## src/rtl/wres_pkg.sv

```systemverilog
package wres_pkg;

  localparam logic [1:0] LV_0 = 2'b00;
  localparam logic [1:0] LV_1 = 2'b01;
  localparam logic [1:0] LV_Z = 2'b10;
  localparam logic [1:0] LV_X = 2'b11;

  // Fold the wire-wide flags into one level.
  // Unknown wins first, then conflict, then a single strong value.
  function automatic logic [1:0] resolve_flags(
    input logic any0,
    input logic any1,
    input logic anyx,
    input logic allz
  );
    logic [1:0] r;
    if (anyx)              r = LV_X;
    else if (any0 && any1) r = LV_X;
    else if (any0)         r = LV_0;
    else if (any1)         r = LV_1;
    else if (allz)         r = LV_Z;
    else                   r = LV_X;
    return r;
  endfunction

  // A weak pull-up turns an undriven wire into a 1.
  function automatic logic [1:0] apply_pullup(
    input logic [1:0] lvl,
    input logic       en
  );
    return (en && (lvl == LV_Z)) ? LV_1 : lvl;
  endfunction

endpackage

```

## src/rtl/drv_decode.sv

```systemverilog
module drv_decode
  import wres_pkg::*;
(
  input  logic [1:0] code,
  output logic       is0,
  output logic       is1,
  output logic       isz,
  output logic       isx
);

  always_comb begin
    is0 = 1'b0;
    is1 = 1'b0;
    isz = 1'b0;
    isx = 1'b0;
    unique case (code)
      LV_0:    is0 = 1'b1;
      LV_1:    is1 = 1'b1;
      LV_Z:    isz = 1'b1;
      default: isx = 1'b1;
    endcase
  end

endmodule

```

## src/rtl/drv_reduce.sv

```systemverilog
module drv_reduce #(
  parameter int N = 4
) (
  input  logic [N-1:0] is0,
  input  logic [N-1:0] is1,
  input  logic [N-1:0] isz,
  input  logic [N-1:0] isx,
  output logic         any0,
  output logic         any1,
  output logic         anyx,
  output logic         allz
);

  assign any0 = |is0;
  assign any1 = |is1;
  assign anyx = |isx;
  assign allz = &isz;

endmodule

```

## src/rtl/wire_resolver.sv

```systemverilog
module wire_resolver
  import wres_pkg::*;
#(
  parameter int N_DRV      = 4,
  parameter bit PULLUP     = 1'b0,
  parameter bit REGISTERED = 1'b0
) (
  input  logic               clk,
  input  logic               rst,
  input  logic [2*N_DRV-1:0] drv_in,
  output logic [1:0]         res_out
);

  localparam int IN_W = 2 * N_DRV;

  logic [N_DRV-1:0] f_is0;
  logic [N_DRV-1:0] f_is1;
  logic [N_DRV-1:0] f_isz;
  logic [N_DRV-1:0] f_isx;
  logic             w_any0;
  logic             w_any1;
  logic             w_anyx;
  logic             w_allz;
  logic [1:0]       raw_lvl;
  logic [1:0]       final_lvl;

  initial begin
    if (N_DRV < 1) $error("wire_resolver: N_DRV must be at least 1 (IN_W=%0d)", IN_W);
  end

  // Per-driver classification.
  generate
    for (genvar i = 0; i < N_DRV; i++) begin : g_dec
      drv_decode u_dec (
        .code (drv_in[2*i +: 2]),
        .is0  (f_is0[i]),
        .is1  (f_is1[i]),
        .isz  (f_isz[i]),
        .isx  (f_isx[i])
      );
    end
  endgenerate

  // Wire-wide flags.
  drv_reduce #(.N(N_DRV)) u_red (
    .is0  (f_is0),
    .is1  (f_is1),
    .isz  (f_isz),
    .isx  (f_isx),
    .any0 (w_any0),
    .any1 (w_any1),
    .anyx (w_anyx),
    .allz (w_allz)
  );

  assign raw_lvl   = resolve_flags(w_any0, w_any1, w_anyx, w_allz);
  assign final_lvl = apply_pullup(raw_lvl, PULLUP);

  // Resolution rules checked against the flags.
  AST_ZERO_CLEAN: assert property (@(posedge clk) disable iff (rst)
    (raw_lvl == LV_0) |-> (w_any0 && !w_any1 && !w_anyx));
  AST_ONE_CLEAN: assert property (@(posedge clk) disable iff (rst)
    (raw_lvl == LV_1) |-> (w_any1 && !w_any0 && !w_anyx));
  AST_Z_ALL_FLOAT: assert property (@(posedge clk) disable iff (rst)
    (raw_lvl == LV_Z) |-> (w_allz && !w_any0 && !w_any1));
  AST_X_HAS_CAUSE: assert property (@(posedge clk) disable iff (rst)
    (raw_lvl == LV_X) |-> (w_anyx || (w_any0 && w_any1)));
  AST_CONFLICT_X: assert property (@(posedge clk) disable iff (rst)
    (w_any0 && w_any1) |-> (raw_lvl == LV_X));
  AST_X_FORCES_X: assert property (@(posedge clk) disable iff (rst)
    w_anyx |-> (raw_lvl == LV_X));

  // Output stage: pass-through or a register.
  generate
    if (REGISTERED) begin : g_reg
      logic [1:0] q_lvl;
      always_ff @(posedge clk) begin
        if (rst) q_lvl <= LV_X;
        else     q_lvl <= final_lvl;
      end
      assign res_out = q_lvl;

      AST_REG_CAPTURE: assert property (@(posedge clk) disable iff (rst)
        !$past(rst) |-> (res_out == $past(final_lvl)));
      AST_RST_TO_X: assert property (@(posedge clk)
        $past(rst) |-> (res_out == LV_X));
    end else begin : g_comb
      assign res_out = final_lvl;
    end
  endgenerate

  generate
    if (PULLUP) begin : g_pu_chk
      AST_PULL_NO_Z: assert property (@(posedge clk) disable iff (rst)
        res_out != LV_Z);
      AST_PULL_FLOAT_ONE: assert property (@(posedge clk) disable iff (rst)
        (w_allz && !REGISTERED) |-> (res_out == LV_1));
    end
  endgenerate

endmodule

```

## config.mk

```make
export PLATFORM = sky130hd
export DESIGN_NAME = wire_resolver
export DESIGN_NICKNAME = d
export VERILOG_FILES = /design/src/rtl/wres_pkg.sv /design/src/rtl/drv_decode.sv /design/src/rtl/drv_reduce.sv /design/src/rtl/wire_resolver.sv
export SDC_FILE = /design/constraint.sdc
export NUM_CORES = 1
export LEC_CHECK = 0
export BUFFER_PORTS_ARGS = -buffer_cell sky130_fd_sc_hd__buf_2
export CAP_MARGIN = 25
export CORE_AREA = 2 2 39 41
export DETAILED_ROUTE_END_ITERATION = 16
export DIE_AREA = 0 0 41 43
export MAX_ROUTING_LAYER = met4
export SYNTH_ARGS = -nofsm -noshare
export SYNTH_HDL_FRONTEND = slang
export SYNTH_HIERARCHICAL = 1
export SYNTH_SLANG_ARGS = --single-unit
```

## constraint.sdc

```tcl
create_clock -name vclk -period 3.1
set_clock_uncertainty 0.2 [all_clocks]
set_input_delay 0.155 -clock vclk [all_inputs]
set_output_delay 0.155 -clock vclk [all_outputs]
set_load 0.005 [all_outputs]
```

## Yosys cells after proc, flatten, opt, wreduce, memory -nomap -nowiden

Index checks and enable logic that the tools add are counted.

- Register bits after elaboration: 0
- Memories: 0
- Logic and storage cells: 42
- ROM bits: 0
- Latch bits: 0
- Input port bits: 10
- Output and inout port bits: 2
- Bits in writable memories: 0

- Muxes and demuxes: 21
- Bitwise logic cells: 0
- Order comparisons: 0
- Equal/unequal tests: 8
- Multiply operators: 0
- Reductions and logical operators: 13
- $add $sub $neg: 0
- Shift operators: 0
- Divide/modulo/power cells: 0

Operators by type and width:

| kind | number |
|---|---|
| $mux W1 | 17 |
| $reduce_or A3 Y1 | 4 |
| $reduce_or A4 Y1 | 3 |
| $eq A2 B1 Y1 const B | 4 |
| $eq A2 B2 Y1 const B | 4 |
| $logic_not A2 Y1 | 4 |
| $mux W2 | 4 |
| $reduce_and A4 Y1 | 1 |
| $logic_and A1 B1 Y1 | 1 |

## Depth between registers and ports, before layout

Gate-level depths: netlist of run 1.

- Depth in word-level cells: 8
- Gate-level depth with buffers: 4
- Gate-level depth less buffers: 4

## By module

The synthesis of run 1 kept the hierarchy.

By module, submodules not included:

| module | area each (um^2) | cells each | seq. area each (um^2) | instances |
|---|---|---|---|---|
| drv_decode | 26.3 | 4 | 0.0 | 4 |
| drv_reduce | 31.3 | 4 | 0.0 | 1 |
| wire_resolver | 23.8 | 4 | 0.0 | 1 |

## Worst setup path after synthesis of run 1

No wires, ideal clock.

- Path type: in2out
- Start point: in drv_in[3]
- End point: out res_out[1]
- Buffers on the path: 0
- Data arrival time: 1133 ps
- Cell stages on the path: 4
- Required time: 2745 ps
- Slack: 1612 ps
- Cell sequence: and2b_2 or4_1 xor2_1 nand2b_1

- Word-level cells in the longest chain between the ends: 7
- Elaborated cells between the ends (all ways): 15
- Those cells by class: 2 x eq/ne; 7 x mux; 6 x reduce/logical

RTL lines:

| what | line | source |
|---|---|---|
| start: declaration | wire_resolver.sv:10 | `input logic [2*N_DRV-1:0] drv_in,` |
| $eq A2 B1 Y1 (*) | drv_decode.sv:16 | `unique case (code)` |
| $mux W1 (*) | drv_decode.sv:16 |  |
| $reduce_or A4 Y1 (*) | drv_reduce.sv:15 | `assign any1 = \|is1;` |
| via w_any1 | wire_resolver.sv:21 | `logic w_any1;` |
| $mux W2 | wres_pkg.sv:20 | `else if (any1) r = LV_1;` |
| $mux W2 | wres_pkg.sv:19 | `else if (any0) r = LV_0;` |
| $mux W2 (*) | wres_pkg.sv:18 | `else if (any0 && any1) r = LV_X;` |
| $mux W2 (*) | wres_pkg.sv:17 | `if (anyx) r = LV_X;` |
| end: declaration | wire_resolver.sv:11 | `output logic [1:0] res_out` |

The timed path passes the listed nets; every way through them passes the cells marked *.

## Final worst setup path of run 1

- Start point: in drv_in[3]
- End point: out res_out[1]

- Word-level cells in the longest chain between the ends: 7
- Elaborated cells between the ends (all ways): 15
- Those cells by class: 2 x eq/ne; 7 x mux; 6 x reduce/logical

RTL lines:

| what | line | source |
|---|---|---|
| $eq A2 B1 Y1 (*) | drv_decode.sv:16 |  |
| $mux W1 (*) | drv_decode.sv:16 |  |
| via f_is1[1] | wire_resolver.sv:17 | `logic [N_DRV-1:0] f_is1;` |
| $reduce_or A4 Y1 (*) | drv_reduce.sv:15 |  |
| via w_any1 | wire_resolver.sv:21 |  |
| $mux W2 | wres_pkg.sv:20 |  |
| $mux W2 | wres_pkg.sv:19 |  |
| $mux W2 (*) | wres_pkg.sv:18 |  |
| $mux W2 (*) | wres_pkg.sv:17 |  |

Marks and branches as above.

==> results of run 1 <==
## per-stage QoR
| step | cell area (um2) | setup slack [ns] | std cells | total power, W | utilization |
|---|---|---|---|---|---|
| final | 230.2 | 1.383 | 50 | 0.00002416 | 0.1664 |
| after global routing | 230.2 | 1.339 | 50 | 0.00002723 | 0.1664 |
| after CTS | 230.2 | 1.381 | 50 | 0.00002469 | 0.1664 |
| after detailed placement | 230.2 | 1.385 | 50 | 0.00002463 | 0.1664 |
| after global placement | 230.2 | 1.390 | 50 | 0.00002376 | 0.1664 |
| after floorplan | 160.2 | 1.612 | 24 | 0.00001371 | - |
## cell families after synthesis
family           count (synthesis)  synth area share
AND/OR/NAND/NOR                 22            0.9141
AO/OA/AOI/OAI                    1           0.03122
XOR/XNOR                         1           0.05470
## cell usage after synthesis (all sizes together)
cell    instances
and2            4
nand2b          1
and2b           4
nor2            5
nor2b           4
xor2            1
or4             3
and4            1
o21ai           1
## path summary, 6_finish.rpt
kind | cells past startpoint | to | from | slack (ns)
setup / recovery | 6 | res_out[1] | drv_in[3] | 1.38
hold / removal | 5 | res_out[0] | drv_in[4] | 0.62
## power by group
group          internal (W)   total, W  switching, W  leakage, nW
Sequential                0          0             0            0
Clock                     0          0             0            0
Combinational     0.0000142  0.0000242    0.00000995        0.105
## per-layer routing
layer  vias up  share of wire  GRT usage
met1        75           0.40    0.05063
met5         -              0          -
met3         0          0.098          0
li1        101              -          -
met4         0              0          0
met2         6           0.50    0.08438
## tightest hold or removal path: stages
cell,delay (ns)
buf_2,0.11
nor2_1,0.06
or4_1,0.13
o21ai_0,0.08
buf_2,0.12
## area by class of cell
cell class / instances / area [um2] / area share
multi-input combinational: 24 / 160.2 / 0.6957
timing repair buffer: 10 / 50.05 / 0.2174
tap: 16 / 20.02 / 0.08696
==> flow_summary.json, run 1 <==
{
  "status": "finished, final reports clean",
  "final_nets": 46,
  "fp.dieW_um": 41,
  "grt-ovfl-total": 0,
  "hold_slack_ns": 0.6206,
  "mostFrequentLayoutCells": "buf_2, nor2_1, nor2b_1, and2_2, and2b_2",
  "post_cts_buffers": 0,
  "drtIter0Drc": 0,
  "synth_top_area_frac": 0.2187,
  "grt_pass1_wl_um": 552,
  "clkbuf_count": 0,
  "rows": 14,
  "areaGrowthSynthToFinish_pct": 43.75,
  "hold_violations": 0,
  "cts_resized": 0,
  "crit_chain": "buf_2 > and2b_2 > or4_1 > xor2_1 > nand2b_1 > buf_2",
  "hold_buffers": 0,
  "timing.fmax_ghz": 0.5825,
  "netlist_area_um2": 160.2,
  "totalWireLength_um": 346,
  "slowest_stage": "or4_1",
  "crit_top_cell": "buf_2",
  "gp_congestion": 0.5852,
  "path_max_fanout": 4,
  "relSlewSlack": 0.9116,
  "antenna_left": 0,
  "seq_area_um2": 0,
  "seq_cells": 0,
  "antennaDiodeCount": 0,
  "start_util": 0.1157,
  "min_period_ns": 1.717,
  "drtPass1Iterations": 1,
  "seq_area_frac_synth": 0,
  "die_area_um2": 1763,
  "cp.required_ns": 2.74,
  "drv_cap": 0,
  "period_share": 0.5537,
  "fill_cells": 164,
  "peakVddDrop_mv": 0.01927,
  "die_h_um": 43,
  "cp_num_buf_inv": 2,
  "start_kind": "primary input",
  "vias": 182,
  "vias_per_cell": 3.640,
  "avgRoutedWirePerCell_um": 6.920,
  "yosys_warnings": 6,
  "ys_top_cells_by_area": "and2b_2, and2_2, nor2b_1",
  "crit_arrival_ns": 1.36,
  "final_common_cell": "buf_2",
  "tightest_slew_ns": 0.1313,
  "cpPeakStageDelay_ns": 0.56,
  "min-delay-path-class": "in2out",
  "grt_pass1_vias": 153,
  "hpwl_um": 338.7,
  "io_buffers": 10,
  "syn_area_per_cell_um2": 6.673,
  "ios": 12,
  "path_class": "in2out",
  "synth_top_cell_by_area": "and2b_2",
  "power_density_nw_per_um2": 104.9,
  "synth_cell_types": 9,
  "slew_violations": 0,
  "coreArea_um2": 1384,
  "grt_start_max_net_pins": 5,
  "cp-end-kind": "output pin",
  "path_delay_family": "simple AND/OR/NAND/NOR gates",
  "setup_violations": 0,
  "rsz0062_at_grt": "no",
  "p_leak_nw": 0.1053,
  "fin_tns_setup_ns": 0,
  "syn_inst": 24,
  "grt_usage": 0.04401,
  "drive_gt1_frac": 0.5294,
  "synth.net_count": 34,
  "drcViolationCount": 0,
  "grt_antenna_before_repair": 0
}
(Power assumes the default switching activity.)
==> run 2: changes to the inputs <==
==> constraint.sdc (replaced) <==
create_clock -name vclk -period 1.7
set_clock_uncertainty 0.2 [all_clocks]
set_input_delay 0.085 -clock vclk [all_inputs]
set_output_delay 0.085 -clock vclk [all_outputs]
set_load 0.005 [all_outputs]
==> flow_summary.json, run 2 (synthesis gave the netlist of run 1 again) <==
{
  "vias": 181,
  "drive_gt1_frac": 0.5294,
  "die_area_um2": 1763,
  "crit_arrival_ns": 1.30,
  "timing.fmax_ghz": 0.6317,
  "coreArea_um2": 1384,
  "fin_tns_setup_ns": 0,
  "drtIter0Drc": 0,
  "start_kind": "primary input",
  "path_max_fanout": 4,
  "hold_violations": 0,
  "totalWireLength_um": 340,
  "rows": 14,
  "grt_antenna_before_repair": 0,
  "drtPass1Iterations": 1,
  "cts_resized": 0,
  "ios": 12,
  "rsz0062_at_grt": "no",
  "crit_chain": "buf_2 > and2b_2 > or4_1 > xor2_1 > nand2b_1 > buf_2",
  "grt_pass1_vias": 154,
  "post_cts_buffers": 0,
  "fill_cells": 166,
  "clkbuf_count": 0,
  "die_h_um": 43,
  "slowest_stage": "or4_1",
  "relSlewSlack": 0.9159,
  "io_buffers": 10,
  "hold_buffers": 0,
  "min-delay-path-class": "in2out",
  "path_delay_family": "simple AND/OR/NAND/NOR gates",
  "status": "finished, final reports clean",
  "cp.required_ns": 1.41,
  "seq_cells": 0,
  "grt_start_max_net_pins": 5,
  "final_common_cell": "buf_2",
  "slew_violations": 0,
  "path_class": "in2out",
  "antenna_left": 0,
  "crit_top_cell": "buf_2",
  "hpwl_um": 331.5,
  "p_leak_nw": 0.1053,
  "drcViolationCount": 0,
  "avgRoutedWirePerCell_um": 6.800,
  "vias_per_cell": 3.620,
  "final_nets": 46,
  "peakVddDrop_mv": 0.03422,
  "power_density_nw_per_um2": 191.3,
  "period_share": 0.9311,
  "tightest_slew_ns": 0.1248,
  "min_path_cells": 5,
  "grt_usage": 0.04299,
  "start_util": 0.1157,
  "drv_cap": 0,
  "p_total_w": 0.00004404,
  "grt-ovfl-total": 0,
  "cpPeakStageDelay_ns": 0.56,
  "antennaDiodeCount": 0,
  "seq_area_um2": 0,
  "setup_violations": 0,
  "areaGrowthSynthToFinish_pct": 43.75,
  "min_period_ns": 1.583,
  "cp-end-kind": "output pin",
  "gp_congestion": 0.5835,
  "fp.dieW_um": 41,
  "mostFrequentLayoutCells": "buf_2, nor2_1, nor2b_1, and2_2, and2b_2",
  "grt_pass1_wl_um": 538,
  "cp.depth": 6,
  "cp_num_buf_inv": 2
}
==> run 2: cell counts in the layout (fill, tap and decap cells not counted) <==
No cell type changed its count.
==> run 2: path summary, 6_finish.rpt <==
path / from / to
hold / removal: drv_in[4] / res_out[0]
setup / recovery: drv_in[3] / res_out[1]
==> run 2: metrics by stage <==
| stage | hold WS, ns | instances | setup WS [ns] | utilization | area [um2] |
|---|---|---|---|---|---|
| after floorplan | 0.2336 | 24 | 0.3524 | - | 160.2 |
| after detailed placement | 0.4821 | 50 | 0.1182 | 0.1664 | 230.2 |
| after CTS | 0.4837 | 50 | 0.1149 | 0.1664 | 230.2 |
| after global routing | 0.5316 | 50 | 0.06980 | 0.1664 | 230.2 |
| final | 0.4753 | 50 | 0.1171 | 0.1664 | 230.2 |
| after global placement | 0.4745 | 50 | 0.1297 | 0.1664 | 230.2 |
==> run 2: layout make-up <==
class / count / area [um2] / area share
repair buffers: 10 / 50.05 / 0.2174
multi-input cells: 24 / 160.2 / 0.6957
well taps: 16 / 20.02 / 0.08696
==> run 2: layer usage <==
layer  up-vias  track usage  part of all wire
li1        101            -                 -
met1        74      0.04747              0.41
met2         6      0.08438              0.50
met3         0            0             0.085
met4         0            0                 0
met5         -            -                 0
==> run 2: power breakdown <==
group	internal (W)	switching (W)	total (W)
Sequential	0	0	0
Clock	0	0	0
Combinational	0.0000259	0.0000181	0.0000440
==> run 3: changes to the inputs <==
--- a/config.mk
+++ b/config.mk
@@ -10,7 +10,6 @@
 export CORE_AREA = 2 2 39 41
 export DETAILED_ROUTE_END_ITERATION = 16
 export DIE_AREA = 0 0 41 43
-export MAX_ROUTING_LAYER = met4
 export SYNTH_ARGS = -nofsm -noshare
 export SYNTH_HDL_FRONTEND = slang
 export SYNTH_HIERARCHICAL = 1
==> constraint.sdc (replaced) <==
create_clock -name vclk -period 1.3
set_clock_uncertainty 0.2 [all_clocks]
set_input_delay 0.065 -clock vclk [all_inputs]
set_output_delay 0.065 -clock vclk [all_outputs]
set_load 0.005 [all_outputs]
==> flow_summary.json, run 3 (synthesis gave the netlist of run 1 again) <==
{
  "status": "complete, but fails checks",
  "violations": "negative setup slack",
  "slowest_stage": "or4_4",
  "drv_cap": 0,
  "hold_violations": 0,
  "grt_antenna_before_repair": 0,
  "crit_arrival_ns": 1.18,
  "place_area_um2": 294.0,
  "io_buffers": 10,
  "fin_cells": 58,
  "min-delay-path-class": "in2out",
  "totalWireLength_um": 426,
  "dp_cells": 58,
  "final_cell_area_um2": 326.6,
  "grt_pass1_wl_um": 745,
  "power_density_nw_per_um2": 281.8,
  "die_h_um": 43,
  "period_share": 1.114,
  "path_delay_family": "simple AND/OR/NAND/NOR gates",
  "hold_buffers": 0,
  "tightest_slew_ns": 0.1176,
  "start_kind": "primary input",
  "final_common_cell": "buf_4",
  "drtIter0Drc": 0,
  "relSlewSlack": 0.9213,
  "drcViolationCount": 0,
  "grt_start_max_net_pins": 4,
  "fill_cells": 158,
  "antennaDiodeCount": 0,
  "final_nets": 54,
  "seq_area_um2": 0,
  "die_area_um2": 1763,
  "start_util": 0.1157,
  "drtPass1Iterations": 1,
  "rows": 14,
  "timing.fmax_ghz": 0.6904,
  "vias_per_cell": 3.655,
  "antenna_left": 0,
  "p_leak_nw": 0.1548,
  "crit_chain": "buf_6 > and2b_2 > or4_4 > xor2_1 > nand2b_1 > buf_2",
  "cp_num_buf_inv": 2,
  "vias": 212,
  "multi_input_area_um2": 171.4,
  "fin_tns_setup_ns": -0.2562,
  "peakVddDrop_mv": 0.07660,
  "drive_gt1_frac": 0.6905,
  "gp_congestion": 0.6750,
  "post_cts_buffers": 0,
  "setup_ws_ns": -0.1484,
  "grt_usage": 0.05594,
  "dp_slack_ns": -0.1973,
  "mostFrequentLayoutCells": "buf_4, buf_2, nor2_1",
  "ios": 12,
  "rsz0062_at_grt": "yes",
  "clkbuf_count": 0,
  "cp-end-kind": "output pin",
  "path_max_fanout": 3,
  "seq_cells": 0,
  "cpPeakStageDelay_ns": 0.53,
  "path_class": "in2out",
  "min_period_ns": 1.448,
  "grt_pass1_vias": 219,
  "slew_violations": 0,
  "areaGrowthSynthToFinish_pct": 103.9,
  "coreArea_um2": 1384,
  "avgRoutedWirePerCell_um": 7.345,
  "grt-ovfl-total": 0,
  "setup_violations": 2,
  "fp.dieW_um": 41,
  "cp.required_ns": 1.03
}
==> run 3: changes by cell type in the layout (fill, tap and decap cells not counted), sizes merged <==
cell	previous run	this run
buf	10	18
==> run 3: area by class of cell <==
class	count	area share
Multi-Input combinational cell	24	0.5249
Timing Repair Buffer	18	0.4138
Tap cell	16	0.06130
==> run 3: report_power, final <==
group	internal (W)	switching [W]
Clock	0	0
Combinational	0.0000628	0.0000292
Sequential	0	0
==> run 3: what timing repair did <==
action | 4_1_cts | 5_1_grt
setup endpoints to repair | 2 | 2
pin swaps | 4 | 0
gates resized for setup | 7 | 0
==> run 3: worst paths after layout <==
| path | start | endpoint | slack (ns) | depth (start not counted) |
|---|---|---|---|---|
| max | drv_in[4] | res_out[1] | -0.15 | 6 |
| min | drv_in[1] | res_out[1] | 0.41 | 5 |
==> run 3: metrics by stage <==
stage / hold slack, ns / util / total power [W]
2_1_floorplan: 0.1936 / - / 0.00003540
3_3_place_gp: 0.4418 / 0.2125 / 0.00007854
3_5_place_dp: 0.4436 / 0.2125 / 0.00007937
4_1_cts: 0.4211 / 0.2360 / 0.00009271
5_1_grt: 0.4680 / 0.2360 / 0.0001027
6_report: 0.4126 / 0.2360 / 0.00009202
==> run 3: routing by layer <==
layer	up-vias	GRT usage	share of wire
li1	118	-	-
met1	89	0.06329	0.41
met2	5	0.1125	0.57
met3	0	0	0.026
met4	0	0	0
met5	-	0	0
